File: src/rtl/mei_pkg.sv
package mei_pkg;
  localparam int PADDR_W = 32;

  typedef enum logic [1:0] {ST_I = 2'b00, ST_E = 2'b01, ST_M = 2'b10} mei_st_e;
  typedef enum logic [1:0] {RSP_NONE = 2'b00, RSP_NOHIT = 2'b01, RSP_HIT = 2'b10, RSP_RETRY = 2'b11} rsp_e;
  typedef enum logic [1:0] {LOC_NOP = 2'b00, LOC_FILL = 2'b01, LOC_WRITE = 2'b10, LOC_CAST = 2'b11} loc_e;

  // set number of an address: drop the byte offset, keep iw bits
  function automatic logic [PADDR_W-1:0] addr_index(input logic [PADDR_W-1:0] a, input int ow, input int iw);
    return (a >> ow) & ((PADDR_W'(1) << iw) - PADDR_W'(1));
  endfunction

  // tag of an address: everything above offset and set bits
  function automatic logic [PADDR_W-1:0] addr_tag(input logic [PADDR_W-1:0] a, input int ow, input int iw);
    return a >> (ow + iw);
  endfunction
endpackage

File: src/rtl/mei_tag_store.sv
module mei_tag_store import mei_pkg::*; #(
  parameter int SETS  = 8,
  parameter int TAG_W = 24,
  parameter int NWR   = 3,
  parameter int NRD   = 2,
  localparam int IDX_W = $clog2(SETS)
) (
  input  logic                        clk,
  input  logic                        rst_n,
  input  logic [NWR-1:0]              wr_en,
  input  logic [NWR-1:0][IDX_W-1:0]   wr_idx,
  input  logic [NWR-1:0]              wr_tag_en,
  input  logic [NWR-1:0][TAG_W-1:0]   wr_tag,
  input  logic [NWR-1:0][1:0]         wr_st,
  input  logic [NRD-1:0][IDX_W-1:0]   rd_idx,
  output logic [NRD-1:0][TAG_W-1:0]   rd_tag,
  output logic [NRD-1:0][1:0]         rd_st
);
  logic [TAG_W-1:0] tag_q [SETS];
  logic [1:0]       st_q  [SETS];

  // port 0 has the highest priority: it is written last
  always_ff @(posedge clk) begin
    if (!rst_n) begin
      for (int s = 0; s < SETS; s++) begin
        st_q[s]  <= ST_I;
        tag_q[s] <= '0;
      end
    end else begin
      for (int p = NWR - 1; p >= 0; p--) begin
        if (wr_en[p]) begin
          st_q[wr_idx[p]] <= wr_st[p];
          if (wr_tag_en[p]) tag_q[wr_idx[p]] <= wr_tag[p];
        end
      end
    end
  end

  for (genvar g = 0; g < NRD; g++) begin : g_rd
    assign rd_tag[g] = tag_q[rd_idx[g]];
    assign rd_st[g]  = st_q[rd_idx[g]];
  end
endmodule

File: src/rtl/mei_snoop_engine.sv
module mei_snoop_engine import mei_pkg::*; #(
  parameter int IDX_W    = 3,
  parameter int TAG_W    = 24,
  parameter int OFFSET_W = 5
) (
  input  logic               clk,
  input  logic               rst_n,
  input  logic               snp_valid,
  input  logic               snp_inval,
  input  logic [IDX_W-1:0]   snp_idx,
  input  logic [TAG_W-1:0]   snp_tag,
  input  logic [TAG_W-1:0]   look_tag,
  input  logic [1:0]         look_st,
  input  logic               push_done,
  output logic               rsp_valid,
  output logic [1:0]         rsp_code,
  output logic               push_req,
  output logic [PADDR_W-1:0] push_addr,
  output logic               inv_req,
  output logic               pend_valid,
  output logic [IDX_W-1:0]   pend_idx,
  output logic               snp_hit,
  output logic               snp_hit_pend,
  output logic [1:0]         wr_en,
  output logic [1:0][IDX_W-1:0] wr_idx,
  output logic [1:0][1:0]    wr_st
);
  logic             pend_q, pend_inv_q;
  logic [IDX_W-1:0] pend_idx_q;
  logic [TAG_W-1:0] pend_tag_q;
  logic             rsp_valid_q, inv_q;
  rsp_e             rsp_q, rsp_d;
  logic             start_push, inval_excl, push_finish;

  assign snp_hit      = snp_valid && (look_tag == snp_tag) && (look_st != ST_I);
  assign snp_hit_pend = snp_valid && pend_q && (pend_idx_q == snp_idx) && (pend_tag_q == snp_tag);
  assign start_push   = snp_hit && !snp_hit_pend && (look_st == ST_M) && !pend_q;
  assign inval_excl   = snp_hit && (look_st == ST_E) && snp_inval;
  assign push_finish  = pend_q && push_done;

  always_comb begin
    if (!snp_valid)               rsp_d = RSP_NONE;
    else if (snp_hit_pend)        rsp_d = RSP_RETRY;
    else if (!snp_hit)            rsp_d = RSP_NOHIT;
    else if (look_st == ST_M)     rsp_d = RSP_RETRY;
    else                          rsp_d = RSP_HIT;
  end

  always_ff @(posedge clk) begin
    if (!rst_n) begin
      rsp_valid_q <= 1'b0;
      rsp_q       <= RSP_NONE;
      inv_q       <= 1'b0;
      pend_q      <= 1'b0;
      pend_inv_q  <= 1'b0;
      pend_idx_q  <= '0;
      pend_tag_q  <= '0;
    end else begin
      rsp_valid_q <= snp_valid;
      rsp_q       <= rsp_d;
      inv_q       <= inval_excl || (push_finish && pend_inv_q);
      if (push_finish) begin
        pend_q <= 1'b0;
      end else if (start_push) begin
        pend_q     <= 1'b1;
        pend_inv_q <= snp_inval;
        pend_idx_q <= snp_idx;
        pend_tag_q <= snp_tag;
      end
    end
  end

  // write port 0: push completion, port 1: exclusive block invalidated
  assign wr_en[0]  = push_finish;
  assign wr_idx[0] = pend_idx_q;
  assign wr_st[0]  = pend_inv_q ? ST_I : ST_E;
  assign wr_en[1]  = inval_excl;
  assign wr_idx[1] = snp_idx;
  assign wr_st[1]  = ST_I;

  assign rsp_valid  = rsp_valid_q;
  assign rsp_code   = rsp_q;
  assign inv_req    = inv_q;
  assign push_req   = pend_q;
  assign push_addr  = {pend_tag_q, pend_idx_q, {OFFSET_W{1'b0}}};
  assign pend_valid = pend_q;
  assign pend_idx   = pend_idx_q;
endmodule

File: src/rtl/mei_local_update.sv
module mei_local_update import mei_pkg::*; #(
  parameter int IDX_W = 3,
  parameter int TAG_W = 24
) (
  input  logic             loc_valid,
  input  logic [1:0]       loc_op,
  input  logic [IDX_W-1:0] loc_idx,
  input  logic [TAG_W-1:0] loc_tag,
  input  logic [TAG_W-1:0] look_tag,
  input  logic [1:0]       look_st,
  input  logic             snp_valid,
  input  logic             pend_valid,
  input  logic [IDX_W-1:0] pend_idx,
  output logic             wr_en,
  output logic [IDX_W-1:0] wr_idx,
  output logic             wr_tag_en,
  output logic [TAG_W-1:0] wr_tag,
  output logic [1:0]       wr_st
);
  logic blocked, match;

  assign blocked = snp_valid || (pend_valid && (pend_idx == loc_idx));
  assign match   = (look_tag == loc_tag) && (look_st != ST_I);

  always_comb begin
    wr_en     = 1'b0;
    wr_tag_en = 1'b0;
    wr_st     = ST_I;
    if (loc_valid && !blocked) begin
      unique case (loc_e'(loc_op))
        LOC_FILL:  begin wr_en = 1'b1; wr_tag_en = 1'b1; wr_st = ST_E; end
        LOC_WRITE: begin wr_en = match && (look_st == ST_E); wr_st = ST_M; end
        LOC_CAST:  begin wr_en = match; wr_st = ST_I; end
        default:   wr_en = 1'b0;
      endcase
    end
  end

  assign wr_idx = loc_idx;
  assign wr_tag = loc_tag;
endmodule

File: src/rtl/mei_snoop_ctl.sv
module mei_snoop_ctl import mei_pkg::*; #(
  parameter int SETS     = 8,
  parameter int OFFSET_W = 5
) (
  input  logic        clk,
  input  logic        rst_n,
  input  logic        snp_valid,
  input  logic [31:0] snp_addr,
  input  logic        snp_kind,
  input  logic        loc_valid,
  input  logic [1:0]  loc_op,
  input  logic [31:0] loc_addr,
  output logic        rsp_valid,
  output logic [1:0]  rsp_code,
  output logic        push_req,
  output logic [31:0] push_addr,
  input  logic        push_done,
  output logic        inv_req
);
  localparam int IDX_W = $clog2(SETS);
  localparam int TAG_W = PADDR_W - OFFSET_W - IDX_W;
  localparam int NWR   = 3;
  localparam int NRD   = 2;

  logic [IDX_W-1:0] snp_idx, loc_idx, pend_idx;
  logic [TAG_W-1:0] snp_tag, loc_tag;
  logic             pend_valid, snp_hit, snp_hit_pend;

  logic [NWR-1:0]             wr_en, wr_tag_en;
  logic [NWR-1:0][IDX_W-1:0]  wr_idx;
  logic [NWR-1:0][TAG_W-1:0]  wr_tag;
  logic [NWR-1:0][1:0]        wr_st;
  logic [NRD-1:0][IDX_W-1:0]  rd_idx;
  logic [NRD-1:0][TAG_W-1:0]  rd_tag;
  logic [NRD-1:0][1:0]        rd_st;

  logic [1:0]            eng_en;
  logic [1:0][IDX_W-1:0] eng_idx;
  logic [1:0][1:0]       eng_st;

  assign snp_idx = IDX_W'(addr_index(snp_addr, OFFSET_W, IDX_W));
  assign snp_tag = TAG_W'(addr_tag(snp_addr, OFFSET_W, IDX_W));
  assign loc_idx = IDX_W'(addr_index(loc_addr, OFFSET_W, IDX_W));
  assign loc_tag = TAG_W'(addr_tag(loc_addr, OFFSET_W, IDX_W));

  assign rd_idx[0] = snp_idx;
  assign rd_idx[1] = loc_idx;

  for (genvar p = 0; p < 2; p++) begin : g_eng_wr
    assign wr_en[p]     = eng_en[p];
    assign wr_idx[p]    = eng_idx[p];
    assign wr_st[p]     = eng_st[p];
    assign wr_tag_en[p] = 1'b0;
    assign wr_tag[p]    = '0;
  end

  mei_tag_store #(.SETS(SETS), .TAG_W(TAG_W), .NWR(NWR), .NRD(NRD)) u_store (
    .clk(clk), .rst_n(rst_n),
    .wr_en(wr_en), .wr_idx(wr_idx), .wr_tag_en(wr_tag_en), .wr_tag(wr_tag), .wr_st(wr_st),
    .rd_idx(rd_idx), .rd_tag(rd_tag), .rd_st(rd_st)
  );

  mei_snoop_engine #(.IDX_W(IDX_W), .TAG_W(TAG_W), .OFFSET_W(OFFSET_W)) u_engine (
    .clk(clk), .rst_n(rst_n),
    .snp_valid(snp_valid), .snp_inval(snp_kind), .snp_idx(snp_idx), .snp_tag(snp_tag),
    .look_tag(rd_tag[0]), .look_st(rd_st[0]), .push_done(push_done),
    .rsp_valid(rsp_valid), .rsp_code(rsp_code), .push_req(push_req), .push_addr(push_addr),
    .inv_req(inv_req), .pend_valid(pend_valid), .pend_idx(pend_idx),
    .snp_hit(snp_hit), .snp_hit_pend(snp_hit_pend),
    .wr_en(eng_en), .wr_idx(eng_idx), .wr_st(eng_st)
  );

  mei_local_update #(.IDX_W(IDX_W), .TAG_W(TAG_W)) u_local (
    .loc_valid(loc_valid), .loc_op(loc_op), .loc_idx(loc_idx), .loc_tag(loc_tag),
    .look_tag(rd_tag[1]), .look_st(rd_st[1]),
    .snp_valid(snp_valid), .pend_valid(pend_valid), .pend_idx(pend_idx),
    .wr_en(wr_en[2]), .wr_idx(wr_idx[2]), .wr_tag_en(wr_tag_en[2]), .wr_tag(wr_tag[2]), .wr_st(wr_st[2])
  );
endmodule

File: config.mk
export PLATFORM = sky130hd
export DESIGN_NAME = mei_snoop_ctl
export DESIGN_NICKNAME = d
export VERILOG_FILES = /design/src/rtl/mei_pkg.sv /design/src/rtl/mei_tag_store.sv /design/src/rtl/mei_snoop_engine.sv /design/src/rtl/mei_local_update.sv /design/src/rtl/mei_snoop_ctl.sv
export SDC_FILE = /design/constraint.sdc
export NUM_CORES = 1
export LEC_CHECK = 0
export ABC_AREA = 1
export BUFFER_PORTS_ARGS = -buffer_cell sky130_fd_sc_hd__buf_2
export CAP_MARGIN = 5
export CORE_UTILIZATION = 56
export CTS_BUF_LIST = sky130_fd_sc_hd__clkbuf_4 sky130_fd_sc_hd__clkbuf_8 sky130_fd_sc_hd__clkbuf_16
export CTS_CLUSTER_SIZE = 40
export DETAILED_ROUTE_END_ITERATION = 8
export PLACE_DENSITY = 0.81
export SLEW_MARGIN = 20
export SYNTH_ARGS = -nofsm -noshare
export SYNTH_HDL_FRONTEND = slang
export SYNTH_SLANG_ARGS = --single-unit
File: constraint.sdc
create_clock -name clk -period 3.51 [get_ports clk]
set_input_delay 0.351 -clock clk [delete_from_list [all_inputs] [get_ports clk]]
set_output_delay 0.351 -clock clk [all_outputs]
set_load 0.005 [all_outputs]
Word-level counts from Yosys, hierarchy flattened

Memory sizes are Yosys's and may differ from the RTL's.
Index checks and enable logic that the tools add are counted.

Output and inout bits: 37
Memory bits (writable): 208
Word-level logic and storage cells: 88
Register bits after elaboration: 33
Memories kept: 2

Bitwise logic cells: 2
Reductions and logical operators: 30
Equal/unequal tests: 11
Multiplexer cells: 36

Memories:

| memory        | depth | bits a word | rd ports | clocked after memory_dff | wr ports | RTL line            | text |
|---|---|---|---|---|---|---|---|
| u_store.tag_q | 8     | 24          | 2        | 0                        | 8        | mei_tag_store.sv:19 | `logic [TAG_W-1:0] tag_q [SETS];` |
| u_store.st_q  | 8     | 2           | 2        | 0                        | 8        | mei_tag_store.sv:20 | `logic [1:0] st_q [SETS];` |

Operators by type and width:

| cell                 | number |
|---|---|
| $eq A24 B24 Y1       | 3 |
| $mux W24             | 1 |
| $reduce_or A24 Y1    | 1 |
| $mux W1              | 23 |
| $logic_and A1 B1 Y1  | 16 |
| $mux W2              | 6 |
| $mux W3              | 4 |
| $reduce_or A2 Y1     | 4 |
| $eq A2 B1 Y1 const B | 3 |
| $eq A2 B2 Y1 const B | 3 |
| $eq A3 B3 Y1         | 2 |
| $pmux W2 S2          | 1 |
| $reduce_and A2 Y1    | 2 |
| $reduce_bool A2 Y1   | 2 |
| $logic_not A1 Y1     | 3 |
| $pmux W1 S3          | 1 |
| $logic_or A1 B1 Y1   | 2 |
| $not A1 Y1           | 2 |

Depth between registers and ports, before layout

Depth in word-level cells: 12
Gate-level depth with buffers: 25
Mapped depth without buffers: 22

Hierarchy

Synthesis repeated with hierarchy kept, for this count alone.

Cells, all modules: 3390
Area total of the unflattened synthesis: 20736.1 um2

Modules (own cells, without submodules):

| module           | times used | sequential area each (um2) | area each (um2) | cells an instance |
|---|---|---|---|---|
| mei_tag_store    | 1          | 6246.0                     | 17062.6         | 2687 |
| mei_snoop_engine | 1          | 660.6                      | 2876.5          | 535 |
| mei_local_update | 1          | 0.0                        | 793.3           | 167 |
| mei_snoop_ctl    | 1          | 0.0                        | 3.8             | 1 |

Worst setup path after synthesis

Ideal clock, no wire load.

Path kind: input to register
Start point: in snp_addr[5]
End point: mem u_store.tag_q[6][0], enable pin
Stages on the path: 21
Data arrival time: 2.802 ns
Buffers on the path: 4
Library setup time: 0.381 ns
Path slack: 0.327 ns
Required time: 3.129 ns
Cells stage by stage: buf_6 > inv_4 > buf_6 > buf_6 > nand2_1 > nand3_1 > nand3_1 > nand2_1 > nand2_1 > nand2_1 > nand2_1 > nor2_1 > nand3_2 > nor2_4 > nand2_2 > nand2_1 > nand2_1 > nor2_4 > o2111ai_4 > buf_6 > nand2_1

RTL lines:

| what        | RTL line            | text |
|---|---|---|
| from (decl) | mei_snoop_ctl.sv:8  | `input logic [31:0] snp_addr,` |
| to (decl)   | mei_tag_store.sv:19 |  |

==> flow_metrics.tcl <==
set metrics [dict create \
    status "finished, final reports clean" \
    rr_startpoint "u_store.tag_q[1][14]" \
    final_cells 2569 \
    switching_share_pct 26.46 \
    fin_crit_sh_pct 82.36 \
    cp_top_family "simple AND/OR/NAND/NOR gates" \
    row_count 59 \
    min_period_ns 2.891 \
    die-width_um 165.1 \
    layout_commonest_cell "nand2_1" \
    antenna_found_initial 1 \
    synth_edf_count 200 \
    drc 0 \
    p_seq_share_pct 46.3 \
    path_common_cell "nand2_1" \
    hold_ws_ns 0.08484 \
    tightest_slew_ns 0.5749 \
    drive_above_1_share_pct 11.02 \
    place.gp.congestion 0.9815 \
    cts_max_level 1 \
    drv_slew 0 \
    peakVddDrop_uv 412.9 \
    core_area_sq_um 26060 \
    pwr-share-clk_pct 40.6 \
    start_util_pct 57.20 \
    cts_made_buffers 26 \
    ctsHoldBuffers 0 \
    dp_cells 2520 \
    via_per_inst 5.824 \
    cts_tree "built" \
    dr.pass1.iters 6 \
    cp_num_buf_inv 3 \
    die_h_um 165.1 \
    p_total_uw 6880 \
    crit_type "flop to flop" \
    vias 14960 \
    synth_area_sq_um 14910 \
    io_pins 109 \
    grt_max_degree 69 \
    routedWlPerCell_um 18.61 \
    worstPathCellList "inv_1, nand2_1, nand3_1, nand3_1, nand3_1, nand2_1, inv_1, nand2_1, nor2_1, nand2_1, nor2_2, nand3_2, nand2_1, nand2_1, nor2_4, o2111ai_4, nand2_1, buf_12" \
    slew_headroom_pct 61.63 \
    yosys_warnings 0 \
    hold_viol 0 \
    start_kind "flop" \
    port_buffers 93 \
    cp_max_fo 24 \
    ys_ff_latch 241 \
    p_int_uw 5060 \
    drv_cap 0 \
    pwr-share-comb_pct 13.2 \
    clk_latency_ns 0.54 \
    synthArstFlopShare_pct 0 \
    yosysSeqAreaShare_pct 45.80 \
    min_from "push_done" \
    crit_arrival_ns 3.13 \
    max_clock_freq_mhz 345.9 \
    avgSynthCellArea_sq_um 6.965 \
    path_clk_slew_ns 0.06 \
    synth_cells 2140 \
    required_ns 3.74 \
    tns_ns 0 \
    critPathLaunch "u_store.tag_q[1][14]" \
    drt_iter0_drc 1966 \
    synthToLayoutAreaGrowth_pct 12.55 \
    powerDensity_nw_per_um2 410.1 \
    setup_violations 0 \
    final_cell_mix "897 x nand2_1, 288 x nor2_1, 200 x edfxtp_1" \
    skew_ns 0.009431 \
    endpoint_kind "flop" \
    cp_slowest_cell "edfxtp_1" \
    yosysUniqueCellTypes 36 \
    gr-usage-all-layers_pct 35.09 \
    grt_pass1_vias 13760 \
    slowest_delay_ns 0.39 \
    routed_wl_um 47810 \
    synth_top_flop_cell "edfxtp_1" \
    clk_path_buf_depth 3 \
    dp_hpwl_um 30770 \
    cts_root_buffer "clkbuf_16" \
    die_area_sq_um 27270 \
    grt_setup_unrepaired "no" \
    grt_pass1_wl_um 72180 \
    finalNetCount 2285 \
    grt_overflow 0 \
    cts_resized 0 \
    holdCritPathClass "input pin to flop" \
    ant_nets 0 \
    cts.sinks 241 \
    post_cts_buffers 0 \
    p_sw_uw 1820 \
    p_leak_uw 0.008003 \
]
-- path summary, 6_finish.rpt --
check | end | slack (ns) | depth (start not counted)
worst min-delay path | u_engine.pend_valid | 0.08 | 4
worst min register to register | u_engine.pend_tag_q[8] | 0.49 | 2
worst max-delay path | u_store.tag_q[6][22] | 0.62 | 18
worst max register to register | u_store.tag_q[6][22] | 0.62 | 18
-- power groups by stage --
stage	logic, uW	registers (uW)	clock network, uW
2_1_floorplan	547	3240	0
6_report	905	3180	2790
5_1_grt	979	3190	2890
4_1_cts	878	3180	2780
3_5_place_dp	872	3240	0
3_3_place_gp	857	3240	0
-- cells in the mapped netlist (12+ instances only) --
cell type / n / share of area [%]
a211oi_1: 18 / 0.91
o22ai_1: 18 / 0.76
inv_1: 191 / 4.8
o21ai_0: 44 / 1.5
buf_4: 12 / 0.60
clkbuf_1: 36 / 0.91
dfxtp_1: 41 / 5.5
buf_2: 44 / 1.5
clkinv_1: 24 / 0.60
nand3_1: 199 / 6.7
nand4_1: 19 / 0.80
nand2_1: 898 / 23
nor2_1: 288 / 7.3
edfxtp_1: 200 / 40
nor2_2: 23 / 0.97
-- flip-flops by register name, indices dropped and copies added, names as in the netlist, 2 cells and up --
name and count:
u_store.tag_q 192, u_engine.pend_idx 3, u_store.st_q 16, u_engine.rsp_code 2, u_engine.pend_tag_q 24
-- stage by stage --
stage / instance area (sq um) / worst slack [ns] / utilization, %
CTS: 16770 / 0.6894 / 64.37
detailed placement: 15900 / 0.2550 / 61.02
global route: 16770 / 0.4467 / 64.37
finish: 16780 / 0.6192 / 64.38
global placement: 15900 / 0.2697 / 61.02
floorplan: 14920 / 0.3269 / -
-- final cells by class --
type,instances,area [sq um]
clock buffers,44,852.1
diodes,1,2.502
fillers,2214,9283
well taps,335,419.2
clock inverters,4,21.27
multi-input cells,1573,6688
inverters,218,820.8
flip-flops and latches,241,6827
repair buffers,153,1146
-- tightest hold or removal path: cells and delay by family --
family | cells | cell delay, ns
and+or+nand+nor | 2 | 0.12
buffers and inverters | 1 | 0.08
AOI/OAI and AO/OA | 1 | 0.04
-- metal layers --
metal / up-vias / GRT usage, % / routed length, um
li1: 6923 / - / -
met4: 0 / 19.35 / 2407
met5: - / 0 / 0
met2: 1086 / 56.94 / 21520
met1: 6753 / 43.55 / 17430
met3: 199 / 7.468 / 6455
-- cell families (layout without fill, tap and decap cells) --
kind of cell | count (synthesis) | count (layout) | share of synthesized area [%]
compound gates | 115 | 115 | 5.087
other cells | 1 | 6 | 0.02516
simple gates | 1446 | 1446 | 39.23
xor+xnor | 7 | 7 | 0.4113
buf+inv | 330 | 419 | 9.452
flops | 241 | 241 | 45.80
Power figures use the tool's default switching activity.
